**src/rtl/lc_pkg.sv**
```systemverilog
package lc_pkg;

    localparam int AW = 3;
    localparam int DW = 8;
    localparam int PW = 2 * DW;
    localparam int BW = 3;
    localparam int VW = DW - BW;

    localparam logic [AW-1:0] RG_CTRL = 3'd0;
    localparam logic [AW-1:0] RG_PLO  = 3'd1;
    localparam logic [AW-1:0] RG_PHI  = 3'd2;
    localparam logic [AW-1:0] RG_PGO  = 3'd3;
    localparam logic [AW-1:0] RG_ALO  = 3'd4;
    localparam logic [AW-1:0] RG_AHI  = 3'd5;
    localparam logic [AW-1:0] RG_AGO  = 3'd6;

    localparam logic [DW-1:0] KEY_FIRST  = 8'h42;
    localparam logic [DW-1:0] KEY_SECOND = 8'h52;
    localparam int EN_BIT      = 3;
    localparam int BANKSEL_BIT = 3;

    typedef enum logic [1:0] {UL_IDLE, UL_HALF, UL_OPEN} unlock_e;
    typedef enum logic [1:0] {LS_IDLE, LS_PRI, LS_ALT} lstate_e;

    typedef struct packed {
        logic          halt;
        logic          pri_go;
        logic          alt_go;
        logic          bank_set;
        logic [BW-1:0] bank_val;
    } evt_t;

    function automatic unlock_e unlock_next(unlock_e cur, logic [DW-1:0] d);
        unlock_e n;
        case (cur)
            UL_IDLE: n = (d == KEY_FIRST)  ? UL_HALF : UL_IDLE;
            UL_HALF: n = (d == KEY_SECOND) ? UL_OPEN : UL_IDLE;
            default: n = UL_OPEN;
        endcase
        return n;
    endfunction

    function automatic logic host_writable(logic [AW-1:0] a);
        return a <= RG_PGO;
    endfunction

    function automatic logic list_writable(logic [AW-1:0] a);
        return (a >= RG_PGO) && (a <= RG_AGO);
    endfunction

endpackage

```
**src/rtl/lc_unlock.sv**
```systemverilog
module lc_unlock
    import lc_pkg::*;
(
    input  logic          clk,
    input  logic          rst,
    input  logic          key_wr,
    input  logic [DW-1:0] key_data,
    output logic          open_o
);

    unlock_e state_q;
    unlock_e state_d;

    always_comb begin
        state_d = state_q;
        if (key_wr) state_d = unlock_next(state_q, key_data);
    end

    always_ff @(posedge clk) begin
        if (rst) state_q <= UL_IDLE;
        else     state_q <= state_d;
    end

    assign open_o = (state_q == UL_OPEN);

    // once open, the block remains open until reset
    p_stays_open_r1: assert property (@(posedge clk) disable iff (rst)
        open_o |=> open_o);

    // a half-entered key followed by a wrong byte stays locked
    p_wrong_second_r2: assert property (@(posedge clk) disable iff (rst)
        (state_q == UL_HALF && key_wr && key_data != KEY_SECOND) |=> !open_o);

endmodule

```
**src/rtl/lc_regs.sv**
```systemverilog
module lc_regs
    import lc_pkg::*;
#(
    parameter logic [VW-1:0] VERSION = 5'd3
) (
    input  logic          clk,
    input  logic          rst,
    input  logic          unlocked,
    input  logic          hst_wr,
    input  logic [AW-1:0] hst_addr,
    input  logic [DW-1:0] hst_wdata,
    output logic [DW-1:0] hst_rdata,
    input  logic          lst_wr,
    input  logic [AW-1:0] lst_addr,
    input  logic [DW-1:0] lst_wdata,
    input  logic [BW-1:0] vid_std,
    output logic          en_o,
    output logic [PW-1:0] pri_ptr,
    output logic [PW-1:0] alt_ptr,
    output evt_t          evt
);

    logic [DW-1:0] ctrl_q;
    logic [DW-1:0] plo_q, phi_q, alo_q, ahi_q;
    logic          h_acc, l_acc;
    logic          ctrl_we;

    assign h_acc   = hst_wr && unlocked && host_writable(hst_addr);
    assign l_acc   = lst_wr && unlocked && list_writable(lst_addr);
    assign ctrl_we = h_acc && (hst_addr == RG_CTRL);

    always_ff @(posedge clk) begin
        if (rst) begin
            ctrl_q <= '0;
            plo_q  <= '0;
            phi_q  <= '0;
            alo_q  <= '0;
            ahi_q  <= '0;
        end else begin
            if (ctrl_we)                          ctrl_q <= hst_wdata;
            if (h_acc && hst_addr == RG_PLO)      plo_q  <= hst_wdata;
            if (h_acc && hst_addr == RG_PHI)      phi_q  <= hst_wdata;
            if (l_acc && lst_addr == RG_ALO)      alo_q  <= lst_wdata;
            if (l_acc && lst_addr == RG_AHI)      ahi_q  <= lst_wdata;
        end
    end

    always_comb begin
        evt          = '0;
        evt.halt     = ctrl_we && !hst_wdata[EN_BIT];
        evt.pri_go   = (h_acc && hst_addr == RG_PGO) || (l_acc && lst_addr == RG_PGO);
        evt.alt_go   = l_acc && (lst_addr == RG_AGO);
        evt.bank_set = evt.alt_go && lst_wdata[BANKSEL_BIT];
        evt.bank_val = lst_wdata[BW-1:0];
    end

    always_comb begin
        case (hst_addr)
            RG_CTRL: hst_rdata = ctrl_q;
            RG_PLO:  hst_rdata = plo_q;
            RG_PHI:  hst_rdata = phi_q;
            RG_PGO:  hst_rdata = {VERSION, vid_std};
            default: hst_rdata = '0;
        endcase
    end

    assign en_o    = ctrl_q[EN_BIT];
    assign pri_ptr = {phi_q, plo_q};
    assign alt_ptr = {ahi_q, alo_q};

    // while locked, no register takes a write
    p_locked_no_store_r1: assert property (@(posedge clk) disable iff (rst)
        !unlocked |=> ($stable(pri_ptr) && $stable(ctrl_q) && $stable(alt_ptr)));

    // the alternate launch never alters the primary pointer
    p_alt_keeps_pri_r7: assert property (@(posedge clk) disable iff (rst)
        (lst_wr && lst_addr == RG_AGO && !(hst_wr && (hst_addr == RG_PLO || hst_addr == RG_PHI)))
        |=> $stable(pri_ptr));

endmodule

```
**src/rtl/lc_launch.sv**
```systemverilog
module lc_launch
    import lc_pkg::*;
(
    input  logic          clk,
    input  logic          rst,
    input  logic          unlocked,
    input  logic          en,
    input  evt_t          evt,
    input  logic          frame_start,
    input  logic          list_end,
    input  logic [PW-1:0] pri_ptr,
    input  logic [PW-1:0] alt_ptr,
    output logic          run_o,
    output logic          start_o,
    output logic [PW-1:0] addr_o,
    output logic [BW-1:0] bank_o
);

    lstate_e       state_q, state_d;
    logic          start_d;
    logic [PW-1:0] addr_d;
    logic [BW-1:0] bank_d;
    logic          frame_go;

    assign frame_go = frame_start && en && unlocked;

    always_comb begin
        state_d = state_q;
        start_d = 1'b0;
        addr_d  = addr_o;
        bank_d  = bank_o;
        if (evt.bank_set) bank_d = evt.bank_val;
        if (evt.halt) begin
            state_d = LS_IDLE;
        end else if (evt.alt_go) begin
            state_d = LS_ALT;
            start_d = 1'b1;
            addr_d  = alt_ptr;
        end else if (evt.pri_go || frame_go) begin
            state_d = LS_PRI;
            start_d = 1'b1;
            addr_d  = pri_ptr;
        end else if (list_end) begin
            case (state_q)
                LS_ALT: begin
                    state_d = LS_PRI;
                    start_d = 1'b1;
                    addr_d  = pri_ptr;
                end
                LS_PRI:  state_d = LS_IDLE;
                default: state_d = state_q;
            endcase
        end
    end

    always_ff @(posedge clk) begin
        if (rst) begin
            state_q <= LS_IDLE;
            start_o <= 1'b0;
            addr_o  <= '0;
            bank_o  <= '0;
        end else begin
            state_q <= state_d;
            start_o <= start_d;
            addr_o  <= addr_d;
            bank_o  <= bank_d;
        end
    end

    assign run_o = (state_q != LS_IDLE);

    // a locked block never runs the executor
    p_locked_idle_r1: assert property (@(posedge clk) disable iff (rst)
        !unlocked |-> !run_o);

    // a halt write stops the executor on the next cycle
    p_halt_stops_r4: assert property (@(posedge clk) disable iff (rst)
        evt.halt |=> !run_o);

    // every launch pulse comes with the run level
    p_start_runs_r3: assert property (@(posedge clk) disable iff (rst)
        start_o |-> run_o);

    // the alternate strobe outranks every other launch source
    p_alt_first_r10: assert property (@(posedge clk) disable iff (rst)
        (evt.alt_go && !evt.halt) |=> (start_o && addr_o == $past(alt_ptr)));

    // the end of an alternate list chains into the primary list
    p_alt_end_r8: assert property (@(posedge clk) disable iff (rst)
        (state_q == LS_ALT && list_end && !evt.halt && !evt.alt_go && !evt.pri_go && !frame_go)
        |=> (start_o && addr_o == $past(pri_ptr) && $stable(bank_o)));

endmodule

```
**src/rtl/lc_launch_ctrl.sv**
```systemverilog
module lc_launch_ctrl
    import lc_pkg::*;
#(
    parameter logic [VW-1:0] VERSION = 5'd3
) (
    input  logic          clk,
    input  logic          rst,
    input  logic          hst_wr,
    input  logic [AW-1:0] hst_addr,
    input  logic [DW-1:0] hst_wdata,
    output logic [DW-1:0] hst_rdata,
    input  logic          lst_wr,
    input  logic [AW-1:0] lst_addr,
    input  logic [DW-1:0] lst_wdata,
    input  logic [BW-1:0] vid_std,
    input  logic          frame_start,
    input  logic          list_end,
    output logic          exec_run,
    output logic          exec_start,
    output logic [PW-1:0] exec_addr,
    output logic [BW-1:0] exec_bank
);

    logic          unlocked;
    logic          key_wr;
    logic          en;
    logic [PW-1:0] pri_ptr, alt_ptr;
    evt_t          evt;

    assign key_wr = hst_wr && (hst_addr == RG_CTRL) && !unlocked;

    lc_unlock u_unlock (
        .clk      (clk),
        .rst      (rst),
        .key_wr   (key_wr),
        .key_data (hst_wdata),
        .open_o   (unlocked)
    );

    lc_regs #(.VERSION(VERSION)) u_regs (
        .clk       (clk),
        .rst       (rst),
        .unlocked  (unlocked),
        .hst_wr    (hst_wr),
        .hst_addr  (hst_addr),
        .hst_wdata (hst_wdata),
        .hst_rdata (hst_rdata),
        .lst_wr    (lst_wr),
        .lst_addr  (lst_addr),
        .lst_wdata (lst_wdata),
        .vid_std   (vid_std),
        .en_o      (en),
        .pri_ptr   (pri_ptr),
        .alt_ptr   (alt_ptr),
        .evt       (evt)
    );

    lc_launch u_launch (
        .clk         (clk),
        .rst         (rst),
        .unlocked    (unlocked),
        .en          (en),
        .evt         (evt),
        .frame_start (frame_start),
        .list_end    (list_end),
        .pri_ptr     (pri_ptr),
        .alt_ptr     (alt_ptr),
        .run_o       (exec_run),
        .start_o     (exec_start),
        .addr_o      (exec_addr),
        .bank_o      (exec_bank)
    );

endmodule

```
**config.mk**
```make
export PLATFORM = sky130hd
export DESIGN_NAME = lc_launch_ctrl
export DESIGN_NICKNAME = d
export VERILOG_FILES = /design/src/rtl/lc_pkg.sv /design/src/rtl/lc_unlock.sv /design/src/rtl/lc_regs.sv /design/src/rtl/lc_launch.sv /design/src/rtl/lc_launch_ctrl.sv
export SDC_FILE = /design/constraint.sdc
export NUM_CORES = 1
export LEC_CHECK = 0
export BUFFER_PORTS_ARGS = -buffer_cell sky130_fd_sc_hd__buf_2
export CAP_MARGIN = 40
export CORE_MARGIN = 2
export CORE_UTILIZATION = 50
export CTS_BUF_LIST = sky130_fd_sc_hd__clkbuf_8
export DETAILED_ROUTE_END_ITERATION = 6
export GPL_ROUTABILITY_DRIVEN = 0
export PLACE_DENSITY = 0.75
export RECOVER_POWER = 25
export SYNTH_ARGS = -nofsm -noshare
export SYNTH_HDL_FRONTEND = slang
export SYNTH_HIERARCHICAL = 1
export SYNTH_SLANG_ARGS = --single-unit
export TNS_END_PERCENT = 10
```
**constraint.sdc**
```tcl
create_clock -name clk -period 2 [get_ports clk]
set_clock_uncertainty 0.05 [all_clocks]
set_input_delay 0.6 -clock clk [delete_from_list [all_inputs] [get_ports clk]]
set_output_delay 0.6 -clock clk [all_outputs]
set_load 0.01 [all_outputs]
```
# After elaboration in Yosys (flattened, before gate mapping)
# Cells that the tools add are included.
dict set report op_classes {
  n_lt_le_gt_ge 3
  eq_ne 13
  muxes 16
  n_bitwise 1
  reduce_logical 36
}
# op n
set op_table {}
lappend op_table {{$mux 16} 4}
lappend op_table {{$pmux 8 s4} 1}
lappend op_table {{$logic_and 1x1->1} 19}
lappend op_table {{$eq 8x7->1 const B} 2}
lappend op_table {{$eq 3x2->1 const B} 3}
lappend op_table {{$eq 3x3->1 const B} 3}
lappend op_table {{$reduce_bool 3->1} 3}
lappend op_table {{$mux 2} 4}
lappend op_table {{$pmux 2 s2} 2}
lappend op_table {{$mux 1} 5}
lappend op_table {{$eq 2x1->1 const B} 2}
lappend op_table {{$eq 2x2->1 const B} 2}
lappend op_table {{$reduce_and 2->1} 2}
lappend op_table {{$reduce_bool 2->1} 2}
lappend op_table {{$reduce_bool 4->1} 1}
lappend op_table {{$eq 3x1->1 const B} 1}
lappend op_table {{$ge 3x2->1 const B} 1}
lappend op_table {{$le 3x2->1 const B} 1}
lappend op_table {{$le 3x3->1 const B} 1}
lappend op_table {{$logic_not 3->1} 1}
lappend op_table {{$reduce_and 3->1} 1}
lappend op_table {{$reduce_or 3->1} 1}
lappend op_table {{$logic_not 1->1} 2}
lappend op_table {{$logic_not 2->1} 1}
lappend op_table {{other kinds (3)} 4}
dict set report word_totals {
  register_bits 64
  in_bits 31
  word_cells 80
}

# Longest topological paths before layout
# Gate-level depths: netlist of the first run.
dict set report depth {
  depth_word 8
  mapped_depth 9
}

# Cells and area by module
# The synthesis of the first run kept the hierarchy.
# mod instances cells_each area_each_um2
set by_module_without_submodules {}
lappend by_module_without_submodules {lc_regs 1 192 1994.4}
lappend by_module_without_submodules {lc_launch 1 118 1358.8}
lappend by_module_without_submodules {lc_unlock 1 11 116.4}
lappend by_module_without_submodules {lc_launch_ctrl 1 2 18.8}

# Worst setup path after synthesis of the first run
# Ideal clock, no wire load.
dict set report synth_timing {
  path_type {register to register}
  startpoint {reg u_unlock.state_q[1]}
  endpoint {reg u_launch.addr_o[0]}
  setup_time_ps 123
  t_arrival_ps 1970
  required_ps 1827
  setup_slack_ps -143
  stages_incl_launch_ff 9
  n_path_buf 2
  cell_sequence {dfxtp_1 -> nor2b_1 -> nand3_2 -> nor3b_1 -> buf_6 -> buf_12 -> mux2_4 -> a211oi_2 -> a211oi_2}
}
# item line_no
set synth_rtl {}
lappend synth_rtl {{from (decl)} lc_unlock.sv:11} ;# unlock_e state_q;
lappend synth_rtl {{from (signal assigned)} lc_unlock.sv:21} ;# else state_q <= state_d;
lappend synth_rtl {{to (signal assigned)} lc_launch.sv:65} ;# addr_o <= addr_d;
lappend synth_rtl {{to (decl)} lc_launch.sv:15} ;# output logic [PW-1:0] addr_o,

# Worst setup path after layout of the first run
dict set report layout_timing {
  startpoint {in hst_addr[0]}
  endpoint {out hst_rdata[0]}
}
dict set report layout_between {
  elab_chain_cells 2
  word_cells_on_any_way 5
  cone_classes {eq/ne: 3; mux: 1; reduce/logical: 1}
}
# item line_no
set layout_lines {}
lappend layout_lines {{from (decl)} lc_launch_ctrl.sv:9} ;# input logic [AW-1:0] hst_addr,
lappend layout_lines {{$eq 3x2->1, or another cell as far along} lc_regs.sv:58} ;# case (hst_addr)
lappend layout_lines {{$pmux 8 s4 (*)} lc_regs.sv:58}
lappend layout_lines {{to (decl)} lc_launch_ctrl.sv:11} ;# output logic [DW-1:0] hst_rdata,
# Every way passes the cells marked *; elsewhere a longest branch is shown, timed or not.

==> impl_metrics.yaml, run 1 <==
cts:
  root_buffer: "clkbuf_8"
  cts_tree: "yes"
  clock_latency_ns: 0.34
  cts-htree-levels: 3
  postCtsHoldBufs: 0
  clk_pin_slew_ns: 0.07
  cts.sink_count: 64
  cts_buffers: 9
  clockBufferDepth: 2
setup_path:
  arrival_ns: 1.44
  critPathMaxFanout: 4
  crit_chain: "buf_8 -> mux4_2 -> nor2b_1 -> buf_2"
  regToRegStartpoint: "u_unlock/state_q[1]"
  critPathRequiredTime_ns: 1.35
  critPathLaunch: "hst_addr[0]"
  path_class: "input pin to output pin"
  endpoint_kind: "output pin"
  worst_path_max_delay_cell: "mux4_2"
  crit_path_start_kind: "input pin"
  r2r_setup_slack_ns: -0.07
  cp_slowest_stage_delay_ns: 0.48
power_and_ir_drop:
  vdd_drop_max_mv: 0.374
  sw_frac_of_total: 0.212
  p_sw_uw: 560
  combPwrFrac: 0.066
  p_leak_nw: 1.82
  internal-power_mw: 2.08
  pwr-share-clk: 0.451
  power.density_nw_per_um2: 605
  seqPwrFrac: 0.483
timing:
  drv_slew: 0
  setup_viol: 11
  worst_pin_slew_ns: 0.358
  slew_headroom: 0.761
  tns_ns: -0.549
  period_needed_ns: 2.09
  fin_ws_ns: -0.0894
  period_share: 1.04
  max_clock_freq_ghz: 0.479
  hold_viol_final: 0
  rsz0062_at_grt: "yes"
layout:
  fillers: 567
  area_growth_syn_to_layout_pct: 25.1
  multi_input_area_um2: 1990
  final_layout_size_suffix_gt1_frac: 0.391
  seq_area_um2: 1280
  antennaDiodeCount: 0
  layout.nets: 440
  fin_cells: 489
global_route:
  grt_pass1_vias: 2586
  grt_usage: 0.212
  antenna_found_initial: 0
  gr-total-overflow: 0
  grt_start_max_net_pins: 38
  grt_pass1_wl_um: 12400
placement:
  dp.cells: 466
  numPortBuffers: 59
  hpwl_um: 5730
synth:
  ys_seq_elements: 64
  ys_seq_area_frac: 0.367
  synth_cells: 323
  synthMuxAreaShare: 0.214
  synth_xor_xnor_area_share: 0
  synth_area_um2: 3490
  yosysWarnings: 6
  synth_top_cell_area_share: 0.367
  synth_area_leaders: "dfxtp_1, mux2i_1, nand2b_1"
  synth_nets: 357
  synth_common_cells: "dfxtp_1, nand2b_1, mux2i_1"
  async_flop_share: 0
  avgSynthCellArea_um2: 10.8
  synth_edf_count: 0
  synth_fa_ha_area_frac: 0.0108
  synth_flop_cell: "dfxtp_1"
  synth_top_area_cell: "dfxtp_1"
  synth.distinct_cells: 51
  yosysMostFrequentCell: "dfxtp_1"
  synth_compound_area_frac: 0.140
  synth_top_family_by_area: "multiplexers"
  yosys.area_share.simple: 0.179
routing:
  firstDrtPassIters: 4
  drt_iter0_drc: 159
  vias: 2660
  drcViolationCount: 0
  drtAntennaViolNets: 0
  wirelength_um: 8260
  wl_per_cell_um: 16.9
  avgViaCountPerCell: 5.44
status:
  status: "complete, but fails checks"
  violations: "negative setup slack"
floorplanning:
  core-area_um2: 6760
  dieArea_um2: 7660
  die_h_um: 87.5
  die_w_um: 87.5
  initial_core_util: 0.516
  num_rows: 30
  ios: 60
worst_hold_path:
  hold_path_class: "flop to flop"
  worstHoldStart: "u_launch/addr_o[15]"
job:
  maxCapViolCount: 0
-- worst max-delay path: cells and delay by family --
| kind | cells | cell delay, ns |
|---|---|---|
| and+or+nand+nor | 1 | 0.14 |
| muxes | 1 | 0.48 |
| buffers and inverters | 2 | 0.22 |
-- kinds of logic (layout without fill, tap and decap cells) --
group                    after synthesis  count (layout)
AND/OR/NAND/NOR                       98              98
multiplexers                          65              65
flip-flops                            64              64
AO/OA/AOI/OAI                         48              49
buffers and inverters                 45             130
adder cells (fa/ha/maj)                3               3
-- power by group through the flow --
stage	clock [mW]	combinational, mW	sequential, mW
2_1_floorplan	0	0.0870	1.30
3_3_place_gp	0	0.161	1.30
3_5_place_dp	0	0.164	1.30
4_1_cts	1.21	0.171	1.27
5_1_grt	1.27	0.188	1.27
6_report	1.19	0.175	1.27
-- state kept, by name, indices dropped and copies added, names as in the netlist --
register,flops
u_launch/bank_o,3
u_launch/start_o,1
u_launch/addr_o,16
u_launch/state_q,2
u_unlock/state_q,2
u_regs/phi_q,8
u_regs/alo_q,8
u_regs/plo_q,8
u_regs/ctrl_q,8
u_regs/ahi_q,8
-- cells in the final DEF, fill, tap and decap left out, types with 5 or more instances in the layout --
cell / instances
dfxtp_1: 61
buf_6: 6
a211oi_1: 10
buf_2: 41
a211oi_2: 25
buf_12: 5
clkbuf_1: 17
buf_4: 24
nor2_1: 8
mux2i_1: 46
clkbuf_8: 10
mux2_2: 8
mux2_4: 8
inv_1: 19
nand2b_1: 60
-- path summary, 6_finish.rpt --
check	end	cells after the start
worst max-delay path	hst_rdata[0]	4
worst min-delay path	u_launch/addr_o[15]	2
worst max register to register	u_launch/addr_o[5]	8
worst min register to register	u_launch/addr_o[15]	2
-- metrics by stage --
step	setup slack [ns]	cell area [um^2]	power, mW	utilization	hold slack [ns]
final	-0.0894	4360	2.64	0.646	0.407
after global routing	-0.111	4360	2.73	0.646	0.430
after CTS	-0.0915	4200	2.65	0.622	0.405
after detailed placement	-0.221	3960	1.47	0.586	0.391
after global placement	-0.197	3960	1.46	0.586	0.393
after floorplan	-0.0810	3520	1.39	-	0.393
-- metal layers --
layer,share of wire,track usage,up-vias,routed length (um)
met3,0.036,0.0445,16,298
met1,0.47,0.273,1287,3880
met2,0.46,0.347,64,3840
li1,-,-,1293,-
met4,0.030,0.0811,0,246
met5,0,0,-,0
-- repair_timing --
action,CTS,global route
setup endpoints to repair,11,26
cloned,0,4
buffers inserted,0,5
pin swaps,1,3
resized for setup,13,19
-- layout make-up --
type,count,share of cell area
Clock buffer,10,0.0315
Multi-Input combinational cell,215,0.457
Sequential cell,64,0.294
Tap cell,80,0.0229
Clock inverter,4,0.0161
Inverter,19,0.0163
Timing Repair Buffer,97,0.162
Note: power is estimated with default switching activity, not from simulation.
==> run 2, diff against run 1 <==
--- a/config.mk
+++ b/config.mk
@@ -6,14 +6,15 @@
 export NUM_CORES = 1
 export LEC_CHECK = 0
 export BUFFER_PORTS_ARGS = -buffer_cell sky130_fd_sc_hd__buf_2
-export CAP_MARGIN = 40
+export CAP_MARGIN = 20
 export CORE_MARGIN = 2
 export CORE_UTILIZATION = 50
 export CTS_BUF_LIST = sky130_fd_sc_hd__clkbuf_8
 export DETAILED_ROUTE_END_ITERATION = 6
 export GPL_ROUTABILITY_DRIVEN = 0
-export PLACE_DENSITY = 0.75
+export PLACE_DENSITY = 0.72
 export RECOVER_POWER = 25
+export SETUP_SLACK_MARGIN = 0.2
 export SYNTH_ARGS = -nofsm -noshare
 export SYNTH_HDL_FRONTEND = slang
 export SYNTH_HIERARCHICAL = 1
==> constraint.sdc (replaced) <==
create_clock -name clk -period 2.5 [get_ports clk]
set_clock_uncertainty 0.05 [all_clocks]
set_input_delay 0.75 -clock clk [delete_from_list [all_inputs] [get_ports clk]]
set_output_delay 0.75 -clock clk [all_outputs]
set_load 0.01 [all_outputs]
==> run 2 against run 1 <==
  * The run now ends clean
  * Utilization is 5.5 points lower
  * Critical path type unchanged
  * Sequential power is 20% lower
  * Routed wire length is 9.7% lower
  * Count of clock-buffer cells in the layout is 2 higher
  * Design area is 8.5% lower
  * Critical path depth stayed put
  * Combinational power is 28% lower
  * Via count is 5.4% lower
  * Clock power is 23% lower
  * Flip-flop and latch count stayed put
==> impl_metrics.yaml, run 2 (synthesis results as in run 1) <==
status:
  status: "finished, final reports clean"
setup_path:
  path_class: "input pin to output pin"
  critPathMaxFanout: 4
  cp_slowest_stage_delay_ns: 0.48
  path_buf_inv: 2
  endpoint_kind: "output pin"
  critPathRequiredTime_ns: 1.70
  crit_path_start_kind: "input pin"
  arrival_ns: 1.58
  critPathTopFamily: "multiplexers"
  crit_chain: "buf_8 -> mux4_2 -> nor2b_1 -> buf_2"
  worst_path_max_delay_cell: "mux4_2"
timing:
  setup_viol: 0
  worst_pin_slew_ns: 1.16
  max_clock_freq_ghz: 0.420
  hold_viol_final: 0
  slew_headroom: 0.225
  holdWs_ns: 0.409
  drv_slew: 0
  period_share: 0.952
  period_needed_ns: 2.38
  rsz0062_at_grt: "yes"
  tns_ns: 0
global_route:
  grt_pass1_wl_um: 12100
  grt_usage: 0.207
  grt_start_max_net_pins: 72
  gr-total-overflow: 0
  grt_pass1_vias: 2394
  antenna_found_initial: 0
layout:
  fin_area_um2: 3990
  final_cell_mix: "dfxtp_1, nand2b_1, mux2i_1"
  largest_reg_flops: 16
  area_growth_syn_to_layout_pct: 14.5
  seq_area_um2: 1280
  fillers: 611
  layout_commonest_cell: "dfxtp_1"
  multi_input_area_um2: 1910
  fin_util: 0.591
  final_layout_size_suffix_gt1_frac: 0.318
  antennaDiodeCount: 0
  top_register: "u_launch/addr_o"
  layout.nets: 417
  fin_cells: 467
cts:
  cts_buffers: 9
  cts_tree: "yes"
  cts-htree-levels: 3
  clockBufferDepth: 2
  clk_pin_slew_ns: 0.07
  cts.sink_count: 64
  clock_latency_ns: 0.34
  root_buffer: "clkbuf_8"
routing:
  drcViolationCount: 0
  vias: 2516
  wirelength_um: 7460
  drt_iter0_drc: 107
  avgViaCountPerCell: 5.39
  wl_per_cell_um: 16.0
  firstDrtPassIters: 4
  drtAntennaViolNets: 0
placement:
  numPortBuffers: 59
  place_area_um2: 3770
  dp.cells: 451
  hpwl_um: 5360
power_and_ir_drop:
  p_leak_nw: 1.63
  power.density_nw_per_um2: 515
  vdd_drop_max_mv: 0.340
floorplanning:
  initial_core_util: 0.516
  core-area_um2: 6760
  dieArea_um2: 7660
  die_h_um: 87.5
  ios: 60
  die_w_um: 87.5
  num_rows: 30
worst_hold_path:
  hold_path_class: "flop to flop"
job:
  maxCapViolCount: 0
[run 2: cell count changes in the layout (fill, tap and decap cells not counted), sizes merged]
cell,before,now
buf,77,54
clkbuf,30,33
a21o,3,2
bufinv,2,1
[run 2: where the power goes]
part / internal [mW] / switching, mW / total [mW]
combinational: 0.0604 / 0.0654 / 0.126
clock: 0.533 / 0.380 / 0.914
sequential: 1.02 / 0.00000514 / 1.02
total: 1.61 / 0.446 / 2.06
[run 2: area by class of cell]
type / count / share of cell area
repair buffers: 75 / 0.106
multi-input cells: 214 / 0.479
flip-flops and latches: 64 / 0.321
inverters: 19 / 0.0179
clock inverters: 3 / 0.0100
clock buffers: 12 / 0.0414
well taps: 80 / 0.0251
[run 2: per-layer routing]
metal | global-route usage | wire length, um | share of wire
met1 | 0.286 | 3700 | 0.50
met2 | 0.320 | 3390 | 0.45
met3 | 0.0540 | 308 | 0.041
met4 | 0.0587 | 61 | 0.0082
met5 | 0 | 0 | 0
[run 2: through the flow]
step	setup slack (ns)	power (mW)
floorplan	0.209	1.11
global placement	0.00617	1.16
detailed placement	0.00336	1.16
CTS	0.112	2.08
global route	0.0908	2.13
finish	0.119	2.06
[run 2: worst reg2reg max path: stages, from the launching register on]
cell	delay, ns
dfxtp_1	0.34
nor2b_1	0.19
nand3_2	0.12
nor3b_2	0.27
buf_12	0.22
mux2_2	0.36
a211oi_1	0.30
a211oi_2	0.08
[run 2: repair_timing]
action / in CTS / in global routing
pin swaps: 0 / 1
endpoints found under the setup margin: 8 / 8
resized for setup: 9 / 3
setup buffers: 1 / 0
hold buffers: 0 / 0
[run 2: worst paths after layout]
path | start | to | slack (ns) | depth (start not counted)
worst max-delay path | hst_addr[0] | hst_rdata[2] | 0.12 | 4
worst min-delay path | u_launch/addr_o[7] | u_launch/addr_o[7] | 0.41 | 2
worst max register to register | u_unlock/state_q[1] | u_launch/addr_o[10] | 0.43 | 7
worst min register to register | u_launch/addr_o[7] | u_launch/addr_o[7] | 0.41 | 2
